<file path="config.mk">
export PLATFORM = sky130hd
export DESIGN_NAME = exthdr_walker
export DESIGN_NICKNAME = d
export VERILOG_FILES = /design/src/rtl/exthdr_pkg.sv /design/src/rtl/exthdr_nh_class.sv /design/src/rtl/exthdr_cursor.sv /design/src/rtl/exthdr_walker.sv
export SDC_FILE = /design/constraint.sdc
export NUM_CORES = 1
export LEC_CHECK = 0
export BUFFER_PORTS_ARGS = -buffer_cell sky130_fd_sc_hd__buf_2
export CORE_UTILIZATION = 59
export CTS_CLUSTER_SIZE = 10
export DETAILED_ROUTE_END_ITERATION = 8
export HOLD_SLACK_MARGIN = 0.1
export PLACE_DENSITY_LB_ADDON = 0.12
export SKIP_LAST_GASP = 1
export SLEW_MARGIN = 20
export SYNTH_ARGS = -nofsm -noshare
export SYNTH_HDL_FRONTEND = slang
export SYNTH_HIERARCHICAL = 1
export SYNTH_SLANG_ARGS = --single-unit
</file>
<file path="constraint.sdc">
create_clock -name clk -period 3.8 [get_ports clk]
set_input_delay 0.57 -clock clk [delete_from_list [all_inputs] [get_ports clk]]
set_output_delay 0.57 -clock clk [all_outputs]
set_load 0.005 [all_outputs]
</file>
<file path="src/rtl/exthdr_pkg.sv">
// Shared constants and types for the extension header walker.
// Assumes: codes follow the IPv6 next-header numbering.
package exthdr_pkg;

    localparam int FIXED_LEN = 40;
    localparam int NH_POS    = 6;
    localparam int LEN_POS   = 1;

    localparam logic [7:0] NH_HBH   = 8'd0;
    localparam logic [7:0] NH_ROUTE = 8'd43;
    localparam logic [7:0] NH_DEST  = 8'd60;
    localparam logic [7:0] NH_TCP   = 8'd6;
    localparam logic [7:0] NH_UDP   = 8'd17;
    localparam logic [7:0] NH_ICMP6 = 8'd58;

    // extension types that stop the walk as not recognised
    localparam int N_UNSUP = 5;
    localparam logic [N_UNSUP*8-1:0] UNSUP_CODES =
        {8'd140, 8'd139, 8'd135, 8'd51, 8'd44};

    typedef enum logic [1:0] {
        ST_OK    = 2'd0,
        ST_UNREC = 2'd1,
        ST_ORDER = 2'd2,
        ST_TRUNC = 2'd3
    } walk_status_e;

    typedef enum logic [2:0] {
        NC_HBH,
        NC_CHAIN,
        NC_UNSUP,
        NC_L4,
        NC_OTHER
    } nh_class_e;

endpackage

</file>
<file path="src/rtl/exthdr_nh_class.sv">
// Classifies a next-header code into the walker's decision classes.
// Assumes: pure combinational use; the code is already stable.
module exthdr_nh_class
    import exthdr_pkg::*;
(
    input  logic [7:0] code,
    output nh_class_e  cls
);

    logic [N_UNSUP-1:0] unsup_hit;

    // one comparator per unsupported extension code
    for (genvar g = 0; g < N_UNSUP; g++) begin : g_unsup
        assign unsup_hit[g] = (code == UNSUP_CODES[g*8 +: 8]);
    end

    // priority decode of the class
    always_comb begin
        if (code == NH_HBH)
            cls = NC_HBH;
        else if (code == NH_ROUTE || code == NH_DEST)
            cls = NC_CHAIN;
        else if (|unsup_hit)
            cls = NC_UNSUP;
        else if (code == NH_TCP || code == NH_UDP || code == NH_ICMP6)
            cls = NC_L4;
        else
            cls = NC_OTHER;
    end

endmodule

</file>
<file path="src/rtl/exthdr_cursor.sv">
// Tracks position inside the packet and inside the current header,
// captures each header's next-header and length fields, and flags
// the last byte of the current header.
// Assumes: fire is high only for bytes belonging to an active walk;
// descend is raised by the owner on a hdr_done byte to open a new
// extension header.
module exthdr_cursor
    import exthdr_pkg::*;
#(
    parameter int OFS_W = 16
) (
    input  logic             clk,
    input  logic             rst_n,
    input  logic             fire,
    input  logic             first,
    input  logic [7:0]       data,
    input  logic             descend,
    output logic [OFS_W-1:0] idx,
    output logic             at_fixed,
    output logic             hdr_done,
    output logic [7:0]       nh_q
);

    localparam int HLEN_W = 8 + 3;

    logic [OFS_W-1:0]  pos_q;
    logic [HLEN_W-1:0] hpos_q;
    logic [HLEN_W-1:0] hend_q;
    logic              fixed_q;
    logic [HLEN_W-1:0] hidx;

    // current byte position, restarted by a first byte
    always_comb begin
        idx      = first ? '0 : pos_q;
        hidx     = first ? '0 : hpos_q;
        at_fixed = first | fixed_q;
    end

    // end of the current header
    always_comb begin
        if (!fire)
            hdr_done = 1'b0;
        else if (at_fixed)
            hdr_done = (hidx == HLEN_W'(FIXED_LEN - 1));
        else
            hdr_done = (hidx > HLEN_W'(LEN_POS)) && (hidx == hend_q);
    end

    // position counters and header field capture
    always_ff @(posedge clk) begin
        if (!rst_n) begin
            pos_q   <= '0;
            hpos_q  <= '0;
            hend_q  <= '0;
            fixed_q <= 1'b1;
            nh_q    <= '0;
        end else if (fire) begin
            pos_q <= idx + 1'b1;
            if (descend) begin
                fixed_q <= 1'b0;
                hpos_q  <= '0;
            end else begin
                fixed_q <= at_fixed;
                hpos_q  <= hidx + 1'b1;
            end
            if ((at_fixed && hidx == HLEN_W'(NH_POS)) || (!at_fixed && hidx == '0))
                nh_q <= data;
            if (!at_fixed && hidx == HLEN_W'(LEN_POS))
                hend_q <= {data, 3'b111};
        end
    end

endmodule

</file>
<file path="src/rtl/exthdr_walker.sv">
// Walks the IPv6 next-header chain of a byte stream and reports one
// verdict per frame: status, checksum eligibility, final code, offset.
// Assumes: a frame starts with s_first and ends with s_last; offsets
// fit in OFS_W bits.
module exthdr_walker
    import exthdr_pkg::*;
#(
    parameter int OFS_W = 16
) (
    input  logic             clk,
    input  logic             rst_n,
    input  logic             s_valid,
    input  logic [7:0]       s_data,
    input  logic             s_first,
    input  logic             s_last,
    output logic             res_valid,
    output logic [1:0]       res_status,
    output logic             res_csum_ok,
    output logic [7:0]       res_next_hdr,
    output logic [OFS_W-1:0] res_offset
);

    logic             active_q;
    logic             fire;
    logic [OFS_W-1:0] idx;
    logic             at_fixed;
    logic             hdr_done;
    logic [7:0]       nh_q;
    nh_class_e        cls;
    logic             cont;
    logic             stop_hdr;
    logic             trunc;
    walk_status_e     st;

    assign fire = s_valid && (s_first || active_q);

    exthdr_cursor #(.OFS_W(OFS_W)) u_cursor (
        .clk      (clk),
        .rst_n    (rst_n),
        .fire     (fire),
        .first    (s_first),
        .data     (s_data),
        .descend  (cont),
        .idx      (idx),
        .at_fixed (at_fixed),
        .hdr_done (hdr_done),
        .nh_q     (nh_q)
    );

    exthdr_nh_class u_class (
        .code (nh_q),
        .cls  (cls)
    );

    // decide at the end of each header: continue, stop or truncate
    always_comb begin
        cont = 1'b0;
        st   = ST_OK;
        if (hdr_done) begin
            case (cls)
                NC_CHAIN: cont = 1'b1;
                NC_HBH: begin
                    if (at_fixed) cont = 1'b1;
                    else          st   = ST_ORDER;
                end
                NC_UNSUP: st = ST_UNREC;
                default:  st = ST_OK;
            endcase
        end
        stop_hdr = hdr_done && !cont;
        trunc    = fire && s_last && !stop_hdr;
        if (trunc) st = ST_TRUNC;
    end

    // walk activity: opened by a first byte, closed by a verdict
    always_ff @(posedge clk) begin
        if (!rst_n)
            active_q <= 1'b0;
        else if (fire)
            active_q <= !(stop_hdr || trunc);
    end

    // registered verdict
    always_ff @(posedge clk) begin
        if (!rst_n) begin
            res_valid    <= 1'b0;
            res_status   <= ST_OK;
            res_csum_ok  <= 1'b0;
            res_next_hdr <= '0;
            res_offset   <= '0;
        end else begin
            res_valid <= stop_hdr || trunc;
            if (stop_hdr || trunc) begin
                res_status   <= st;
                res_csum_ok  <= (st == ST_OK) && (cls == NC_L4);
                res_next_hdr <= nh_q;
                res_offset   <= idx + 1'b1;
            end
        end
    end

endmodule

</file>
==> results of run 1 <==
==> synthesized netlist by cell type (all sizes together) (2+ instances only) <==
cell type	count	area, µm²
o21a	3	22.5
and4	3	27.5
and4b	2	20.0
nand3	27	153
nor2b	40	253
nor3b	3	22.5
nor4b	2	17.5
dfxtp	74	1480
clkbuf	22	82.6
o211ai	2	20.0
nand2b	8	50.1
o32a	3	30.0
a31oi	4	25.0
and2	18	113
o21ai	27	135
xor2	21	184
nand3b	2	15.0
ha	6	75.1
nor3	7	46.3
and3	11	73.8
nor2	22	85.1
or2	2	12.5
nor4	6	67.6
a21oi	19	95.1
or3	2	15.0
nand2	32	123
a22oi	5	37.5
o31ai	13	97.6
mux2i	20	200
a21boi	14	105
inv	13	48.8
buf	7	37.5
xnor2	8	70.1
o211a	5	50.1
nand4	12	75.1
o22ai	4	25.0
nand4b	5	43.8
==> state kept, by name, indices dropped and copies added (netlist names) <==
signal / cells
res_offset: 16
u_cursor/pos_q: 16
u_cursor/hpos_q: 11
u_cursor/hend_q: 9
res_next_hdr: 8
u_cursor/nh_q: 8
res_status: 2
active_q: 1
res_csum_ok: 1
res_valid: 1
u_cursor/fixed_q: 1
==> metrics by stage <==
step | setup slack (ns) | cells | hold WS [ns] | total power, mW
detailed placement | 0.377 | 601 | 0.446 | 0.913
CTS | 0.720 | 615 | 0.457 | 1.42
floorplan | 0.925 | 488 | 0.451 | 0.879
global route | 0.306 | 615 | 0.473 | 1.47
global placement | 0.536 | 601 | 0.440 | 0.911
finish | 0.677 | 615 | 0.453 | 1.40
==> critical path, cell delays in order <==
cell      delay (ns)
buf_2           0.22
inv_2           0.16
nand2_1         0.15
inv_1           0.09
ha_1            0.20
o21ai_0         0.16
or3_2           0.13
nand4b_1        0.08
o22ai_1         0.35
nor4b_1         0.58
nand2b_1        0.35
a21oi_1         0.07
mux2i_1         0.13
a21boi_0        0.10
==> report_power, final <==
group	internal, mW	switching, mW	total (mW)
combinational	0.0404	0.0582	0.0986
clock	0.229	0.279	0.508
sequential	0.789	0.00817	0.797
==> worst min path at each step <==
stage | cells after the start | slack (ns) | startpoint | end
final | 2 | 0.45 | res_csum_ok | res_csum_ok
after floorplan | 2 | 0.45 | res_csum_ok | res_csum_ok
after global placement | 2 | 0.44 | res_csum_ok | res_csum_ok
after detailed placement | 2 | 0.45 | res_csum_ok | res_csum_ok
after global routing | 2 | 0.47 | res_csum_ok | res_csum_ok
after CTS | 2 | 0.46 | res_csum_ok | res_csum_ok
==> final cells by class <==
type / count / area [µm²]
clock inverters: 3 / 18.8
clock buffers: 11 / 131
multi-input cells: 372 / 2530
inverters: 13 / 48.8
well taps: 96 / 120
repair buffers: 46 / 248
fillers: 595 / 2250
flip-flops and latches: 74 / 1480
==> logic make-up after synthesis <==
| kind of cell | count (synthesis) | share of synthesized area |
|---|---|---|
| flops | 74 | 0.354 |
| compound gates | 108 | 0.176 |
| mux | 21 | 0.0506 |
| xor+xnor | 29 | 0.0608 |
| buf+inv | 42 | 0.0404 |
| simple gates | 208 | 0.299 |
| fa+ha+maj | 6 | 0.0180 |
==> metal layers <==
metal	routed length, µm	track usage	share of wire	up-vias
li1	-	-	-	1804
met1	4670	0.383	0.51	1688
met2	3880	0.386	0.43	93
met3	408	0.0443	0.045	9
met4	113	0.0818	0.012	0
met5	0	0	0	-
==> qor.txt, run 1 <==
Vias in the first global route -> 3199
EDFF count, synth -> 0
Slew Limit Fails -> 0
Clock sink count -> 74
Post-detailed-route count of antenna-violating nets -> 0
Clock Skew -> 0.00866 ns
Final Hold Violating Endpoints -> 0
Largest net degree at the start of global routing -> 76
Gp weighted congestion -> 0.858
Most frequent cells in the layout -> 74 x dfxtp_1, 39 x nor2b_1, 39 x buf_2
Post-layout util -> 0.670
Crit path to -> u_cursor/hpos_q[7]
PD cells -> 307 nW/µm²
Actual transition at the worst max-transition pin -> 0.870 ns
PortBufs -> 40
Status -> finished, final reports clean
Synth warnings -> 6
Placed standard-cell area -> 4420 µm²
Synth Instances -> 488
Syn nets -> 507
Worst EP required -> 4.02 ns
R2R cell count -> 9
# setup viols final -> 0
Routed wire length -> 9070 µm
Crit. Startpoint -> s_first
Rel. slew slack -> 0.420
Total Die Area -> 7420 µm²
Post-DR vias/cell -> 5.84
Grt total ovfl -> 0
Antenna diodes -> 0
Main synth FF type -> dfxtp_1
CTS max path bufs -> 2
Core ar. -> 6830 µm²
Die Wd -> 86.2 µm
Root Driver -> clkbuf_8
Ys async rst share -> 0
GRT Total Usage -> 0.260
Synth unique cells -> 65
HPWL Detailed -> 6300 µm
Synthesized area -> 4180 µm²
Crit end category -> flip-flop
Critical R2R Launch -> u_cursor/nh_q[7]
IO Pins -> 41
Synthesized flop and latch total -> 74
Area Overhead vs Synth -> 9.52%
Global-route wire length before repair -> 15300 µm
Fin nets -> 535
Cts hold-fix bufs -> 0
CTS HTree Levels -> 3
Avg WL per Cell -> 14.7 µm
Period utilization -> 0.822
CTS tree -> done
Peak VDD IR -> 0.000158 V
CP arrival -> 3.34 ns
Die Ht -> 86.2 µm
DR vias -> 3594
Starting Density -> 0.612
Clock transition at path regs -> 0.08 ns
Initial DRC count -> 198
Hold WC Path Type -> flip-flop to flip-flop
RSZ-0062 raised after global routing -> no
Drt first pass iters -> 5
Max Cap Viol -> 0
Clk Latency, worst-skew pair -> 0.34 ns
Number of cell rows -> 30
Setup total negative slack -> 0 ns
Worst R2R End -> u_cursor/hpos_q[7]
Sequential share of the synthesized area -> 0.354
Setup bufs post-CTS -> 0
LEAKAGE -> 1.79 nW
Cells resized by post-CTS repair -> 0
TritonCTS buffer count -> 9
Final Critical Period -> 3.12 ns
Leading cell type in the layout, fill and taps excluded -> dfxtp_1
Crit Path Class -> primary input to flip-flop
Design area -> 4580 µm²
Detailed-route DRC error count -> 0
Syn avg cell area -> 8.56 µm²
Crit-path max FO -> 13
R2R setup slack -> 0.88 ns
Ratio of cells with drive above 1 in the final layout -> 0.150
Antenna violations before repair -> 0
CP startpoint kind -> primary input
Fmax -> 320 MHz
(Power assumes the default switching activity.)
==> run 2: changes to the inputs <==
- CORE_UTILIZATION: 59 -> 54
- clock period: 3.8 -> 2.5 ns (I/O delays scaled with it)
==> run 2 against run 1 <==
Net effect:
- critical path type is now flip-flop to flip-flop
- critical endpoint is now u_cursor/hpos_q[9]
- hold slack got worse by 0.15 ns
- final cell count rose by 7.3%
- sequential power rose by 52%
- highest routed layer unchanged
- combinational power rose by 74%
- die area rose by 9.0%
==> qor.txt, run 2 (synthesis gave the netlist of run 1 again) <==
Status -> finished, final reports clean (unchanged)
Post-DR vias/cell -> 5.70 (was 5.84)
Die Wd -> 90.0 µm (was 86.2 µm)
Slew Limit Fails -> 0 (unchanged)
CP startpoint kind -> flip-flop (was primary input)
Crit end category -> flip-flop (unchanged)
Ratio of cells with drive above 1 in the final layout -> 0.244 (was 0.150)
Met2 usage -> 0.381 (was 0.386)
Most frequent cells in the layout -> 70 x dfxtp_1, 43 x buf_4, 40 x buf_2 (was 74 x dfxtp_1, 39 x nor2b_1, 39 x buf_2)
Starting Density -> 0.567 (was 0.612)
Hold WC Path Type -> primary input to flip-flop (was flip-flop to flip-flop)
Setup total negative slack -> 0 ns (unchanged)
CTS HTree Levels -> 3 (unchanged)
Gp weighted congestion -> 0.820 (was 0.858)
Die Ht -> 90.0 µm (was 86.2 µm)
Global-route wire length before repair -> 16500 µm (was 15300 µm)
Number of cell rows -> 31 (was 30)
Crit-path max cell delay -> 0.46 ns (was 0.58 ns)
Crit Path Class -> flip-flop to flip-flop (was primary input to flip-flop)
Max Cap Viol -> 0 (unchanged)
Biggest regs -> res_offset x16, u_cursor/pos_q x16, u_cursor/hpos_q x11 (unchanged)
CP arrival -> 2.75 ns (was 3.34 ns)
CTS max path bufs -> 2 (unchanged)
Final Critical Period -> 2.47 ns
Clock Skew -> 0.0106 ns (was 0.00866 ns)
TritonCTS buffer count -> 9 (unchanged)
Fmax -> 405 MHz
HPWL Detailed -> 6790 µm (was 6300 µm)
Hold_sp -> s_data[1] (was res_csum_ok)
Setup bufs post-CTS -> 0 (unchanged)
Peak VDD IR -> 0.000263 V (was 0.000158 V)
Gr busiest metal -> met2 (unchanged)
Largest net degree at the start of global routing -> 76 (unchanged)
LEAKAGE -> 2.06 nW (was 1.79 nW)
Fillers -> 608 (was 595)
Post-detailed-route count of antenna-violating nets -> 0 (unchanged)
Final Hold Violating Endpoints -> 0 (unchanged)
Root Driver -> clkbuf_8 (unchanged)
# setup viols final -> 0 (unchanged)
Crit. Startpoint -> u_cursor/hpos_q[9] (was s_first)
R2R cell count -> 11 (was 9)
Final WS setup -> 0.0300 ns (was 0.677 ns)
Leading cell type in the layout, fill and taps excluded -> dfxtp_1 (unchanged)
Crit path max-delay cell type -> or3_2 (was nor4b_1)
RSZ-0062 raised after global routing -> yes (was no)
Drt first pass iters -> 5 (unchanged)
Antenna diodes -> 0 (unchanged)
GRT Total Usage -> 0.250 (was 0.260)
Total Die Area -> 8090 µm² (was 7420 µm²)
Worst EP required -> 2.78 ns (was 4.02 ns)
Actual transition at the worst max-transition pin -> 0.764 ns (was 0.870 ns)
Avg WL per Cell -> 14.9 µm (was 14.7 µm)
Area Overhead vs Synth -> 21.3% (was 9.52%)
Critical R2R Launch -> u_cursor/hpos_q[9] (was u_cursor/nh_q[7])
Placed standard-cell area -> 4760 µm² (was 4420 µm²)
Fin nets -> 575 (was 535)
DR vias -> 3763 (was 3594)
Antenna violations before repair -> 0 (unchanged)
Core ar. -> 7370 µm² (was 6830 µm²)
GR Util met3 -> 0.0575 (was 0.0443)
Hold Crit Depth -> 3 (was 2)
Post-layout util -> 0.688 (was 0.670)
Clock sink count -> 74 (unchanged)
Clock transition at path regs -> 0.09 ns (was 0.08 ns)
CTS tree -> done (unchanged)
Place WS -> -0.192 ns (was 0.377 ns)
Routed wire length -> 9810 µm (was 9070 µm)
Grt total ovfl -> 0 (unchanged)
Period utilization -> 0.988
IO Pins -> 41 (unchanged)
Crit path cell chain -> nor4_4 -> nand2_2 -> or3_2 -> nand4b_1 -> o22ai_2 -> nor4b_2 -> buf_4 -> or2_4 -> a211oi_2 -> a21oi_1 -> a21boi_1 (was buf_2 -> inv_2 -> nand2_1 -> inv_1 -> ha_1 -> o21ai_0 -> or3_2 -> nand4b_1 -> o22ai_1 -> nor4b_1 -> nand2b_1 -> a21oi_1 -> mux2i_1 -> a21boi_0)
Vias in the first global route -> 3470 (was 3199)
PortBufs -> 40 (unchanged)
Rel. slew slack -> 0.491 (was 0.420)
Design area -> 5070 µm² (was 4580 µm²)
Clk Latency, worst-skew pair -> 0.36 ns (was 0.34 ns)
Crit-path max FO -> 5 (was 13)
PD cells -> 502 nW/µm² (was 307 nW/µm²)
GR Util met1 -> 0.358 (was 0.383)
Detailed-route DRC error count -> 0 (unchanged)
Initial DRC count -> 196 (was 198)
run 2: cell types whose count changed in the layout (fill, tap and decap cells not counted), sizes merged:
| cell | change |
|---|---|
| buf | +39 |
| bufinv | +3 |
| clkbuf | -2 |
| clkdlybuf4s15 | +1 |
| clkinv | -1 |
| inv | +2 |
run 2: cell type report:
class | count | area, µm² | area share
multi-input cells | 372 | 2580 | 0.510
flip-flops and latches | 74 | 1490 | 0.293
repair buffers | 86 | 574 | 0.113
clock inverters | 7 | 125 | 0.0247
clock buffers | 9 | 124 | 0.0244
well taps | 99 | 124 | 0.0244
inverters | 13 | 48.8 | 0.00963
run 2: metal layers:
metal	wire [µm]	up-vias
met5	0	-
met4	85	0
met3	440	11
met2	4340	93
met1	4950	1776
li1	-	1883
run 2: worst max-delay path, delay by kind of cell (launching register included):
kind            cells  cell delay, ns
compound gates      4            0.47
buf+inv             1            0.16
simple gates        6            1.41
flops               1            0.35
run 2: worst paths after layout:
path                   endpoint  slack (ns)
max reg2reg  u_cursor/hpos_q[9]        0.03
max          u_cursor/hpos_q[9]        0.03
min reg2reg         res_csum_ok        0.46
min            u_cursor/nh_q[1]        0.30
run 2: per-stage QoR:
stage	power, mW	cells	hold slack (ns)
floorplan	1.34	488	0.451
global placement	1.40	643	0.450
detailed placement	1.41	643	0.453
CTS	2.56	659	0.291
global route	2.64	660	0.300
finish	2.55	660	0.298
run 2: report_power, final:
| group | total [mW] | switching, mW | internal (mW) |
|---|---|---|---|
| clock network | 1.16 | 0.489 | 0.673 |
| registers | 1.21 | 0.0123 | 1.20 |
| logic | 0.172 | 0.0955 | 0.0763 |
run 2: what timing repair did:
item | CTS | global route
gates cloned | 0 | 1
endpoints found under the setup margin | 7 | 23
gates resized for setup | 2 | 15
hold buffers | 0 | 0
pin swaps | 0 | 3
==> run 3: changes to the inputs <==
- CORE_MARGIN: not set -> 10
==> run 3 against run 2 <==
Net effect:
- non-clock buffer count is 1 higher
- via count hardly changed
- utilization fell by 2.4 points
- largest power group unchanged
- sequential cell count unchanged
- count of clock-buffer cells in the layout rose by 1
- critical path type unchanged
- critical endpoint is now res_offset[0]
- routed wire length grew 6.1%
==> qor.txt, run 3 (synthesis gave the netlist of run 1 again) <==
Status -> finished, final reports clean (unchanged)
Number of cell rows -> 32 (was 31)
PortBufs -> 40 (unchanged)
Leading cell type in the layout, fill and taps excluded -> dfxtp_1 (unchanged)
Worst EP required -> 2.75 ns (was 2.78 ns)
# setup viols final -> 0 (unchanged)
Clock transition at path regs -> 0.09 ns (about the same)
R2R setup slack -> 0.13 ns (was 0.03 ns)
Core ar. -> 7610 µm² (was 7370 µm²)
IO Pins -> 41 (unchanged)
Ratio of cells with drive above 1 in the final layout -> 0.251 (was 0.244)
Clock Skew -> 0.00832 ns (was 0.0106 ns)
Largest net degree at the start of global routing -> 39 (was 76)
CTS HTree Levels -> 3 (unchanged)
Period utilization -> 0.946 (was 0.988)
CTS max path bufs -> 2 (unchanged)
CP startpoint kind -> flip-flop (unchanged)
Antenna violations before repair -> 0 (unchanged)
CTS tree -> done (unchanged)
Finished Layout Cells -> 664 (was 660)
Post-DR vias/cell -> 5.67 (was 5.70)
Place WS -> -0.181 ns (was -0.192 ns)
Peak VDD IR -> 0.000345 V (was 0.000263 V)
Dpl cells -> 645 (was 643)
Initial DRC count -> 221 (was 196)
Post-detailed-route count of antenna-violating nets -> 0 (unchanged)
RSZ-0062 raised after global routing -> yes (unchanged)
Total Die Area -> 11700 µm² (was 8090 µm²)
Hold WC Path Type -> primary input to flip-flop (unchanged)
Design area -> 5050 µm² (was 5070 µm²)
Biggest regs -> res_offset x16, u_cursor/pos_q x16, u_cursor/hpos_q x11 (unchanged)
Crit Path Class -> flip-flop to flip-flop (unchanged)
Area Overhead vs Synth -> 20.9% (was 21.3%)
Crit-path max FO -> 16 (was 5)
Root Driver -> clkbuf_8 (unchanged)
Seq. cell area -> 1490 µm² (about the same)
Most frequent cells in the layout -> 69 x dfxtp_1, 44 x buf_4, 40 x buf_2 (was 70 x dfxtp_1, 43 x buf_4, 40 x buf_2)
Clk Latency, worst-skew pair -> 0.35 ns (was 0.36 ns)
Placed standard-cell area -> 4760 µm² (about the same)
Drt first pass iters -> 5 (unchanged)
Max Cap Viol -> 0 (unchanged)
Antenna diodes -> 0 (unchanged)
Final Hold Violating Endpoints -> 0 (unchanged)
Actual transition at the worst max-transition pin -> 0.811 ns (was 0.764 ns)
Crit end category -> flip-flop (unchanged)
Global-route wire length before repair -> 17300 µm (was 16500 µm)
Grt total ovfl -> 0 (unchanged)
Routed wire length -> 10400 µm (was 9810 µm)
Vias in the first global route -> 3600 (was 3470)
Fillers -> 655 (was 608)
PD cells -> 462 nW/µm² (was 502 nW/µm²)
Rel. slew slack -> 0.459 (was 0.491)
GRT Total Usage -> 0.178 (was 0.250)
Area of the multi-input gates -> 2610 µm² (was 2580 µm²)
Avg WL per Cell -> 15.7 µm (was 14.9 µm)
HPWL Detailed -> 7380 µm (was 6790 µm)
Detailed-route DRC error count -> 0 (unchanged)
DR vias -> 3766 (was 3763)
Fin nets -> 576 (was 575)
Slew Limit Fails -> 0 (unchanged)
Final WS setup -> 0.135 ns (was 0.0300 ns)
Post-layout util -> 0.664 (was 0.688)
Die Wd -> 108 µm (was 90.0 µm)
Gp weighted congestion -> 0.895 (was 0.820)
LEAKAGE -> 2.03 nW (was 2.06 nW)
Starting Density -> 0.549 (was 0.567)
Die Ht -> 108 µm (was 90.0 µm)
Final Critical Period -> 2.37 ns (was 2.47 ns)
TritonCTS buffer count -> 9 (unchanged)
Fmax -> 423 MHz (was 405 MHz)
CP arrival -> 2.61 ns (was 2.75 ns)
Clock sink count -> 74 (unchanged)
[run 3: changes by cell type in the layout (fill, tap and decap cells not counted), sizes merged]
cell and delta:
bufinv -2, clkinvlp +2, inv -2, buf +1
clkbuf +1, clkinv +1
[run 3: final cells by class]
type,count,share of cell area
timing repair buffer,87,0.115
clock buffer,10,0.0253
tap,102,0.0253
sequential,74,0.296
multi-input combinational,372,0.516
inverter,13,0.00966
clock inverter,6,0.0134
[run 3: critical path: stages (launching register included)]
cell	delay, ns
dfxtp_1	0.38
nor4_1	0.28
buf_4	0.18
nand4_1	0.13
o211ai_2	0.18
a311oi_4	0.10
buf_4	0.18
o31ai_2	0.29
nand2_1	0.11
buf_4	0.21
o211a_1	0.21
[run 3: path summary, 6_finish.rpt]
check | startpoint | endpoint | cells past startpoint
worst max-delay path | u_cursor/nh_q[6] | res_offset[0] | 10
worst min-delay path | s_data[4] | u_cursor/nh_q[4] | 3
worst max register to register | u_cursor/nh_q[6] | res_offset[0] | 10
worst min register to register | res_csum_ok | res_csum_ok | 2
[run 3: routing by layer]
layer  wire length, µm  share of wire  vias to the layer above  track usage
li1                  -              -                     1891            -
met1              5040           0.48                     1762        0.243
met2              4630           0.44                      100        0.273
met3               622          0.060                       13       0.0333
met4               121          0.012                        0       0.0630
met5                 0              0                        -            0
[run 3: through the flow]
| step | power, mW | TNS, ns | hold WS [ns] |
|---|---|---|---|
| 3_5_place_dp | 1.41 | -0.879 | 0.452 |
| 6_report | 2.33 | 0 | 0.297 |
| 4_1_cts | 2.34 | 0 | 0.287 |
| 5_1_grt | 2.41 | -0.0101 | 0.317 |
| 3_3_place_gp | 1.41 | -0.0520 | 0.457 |
| 2_1_floorplan | 1.34 | 0 | 0.451 |
[run 3: power breakdown]
group          switching (mW)  internal (mW)
combinational          0.0987         0.0776
clock                   0.485          0.463
sequential             0.0122           1.20
[run 3: timing repair]
item,4_1_cts,5_1_grt
gates resized for setup,2,20
buffers inserted,0,2
endpoints found under the setup margin,7,14
hold buffers,0,0
cloned,0,1
pin swaps,0,9
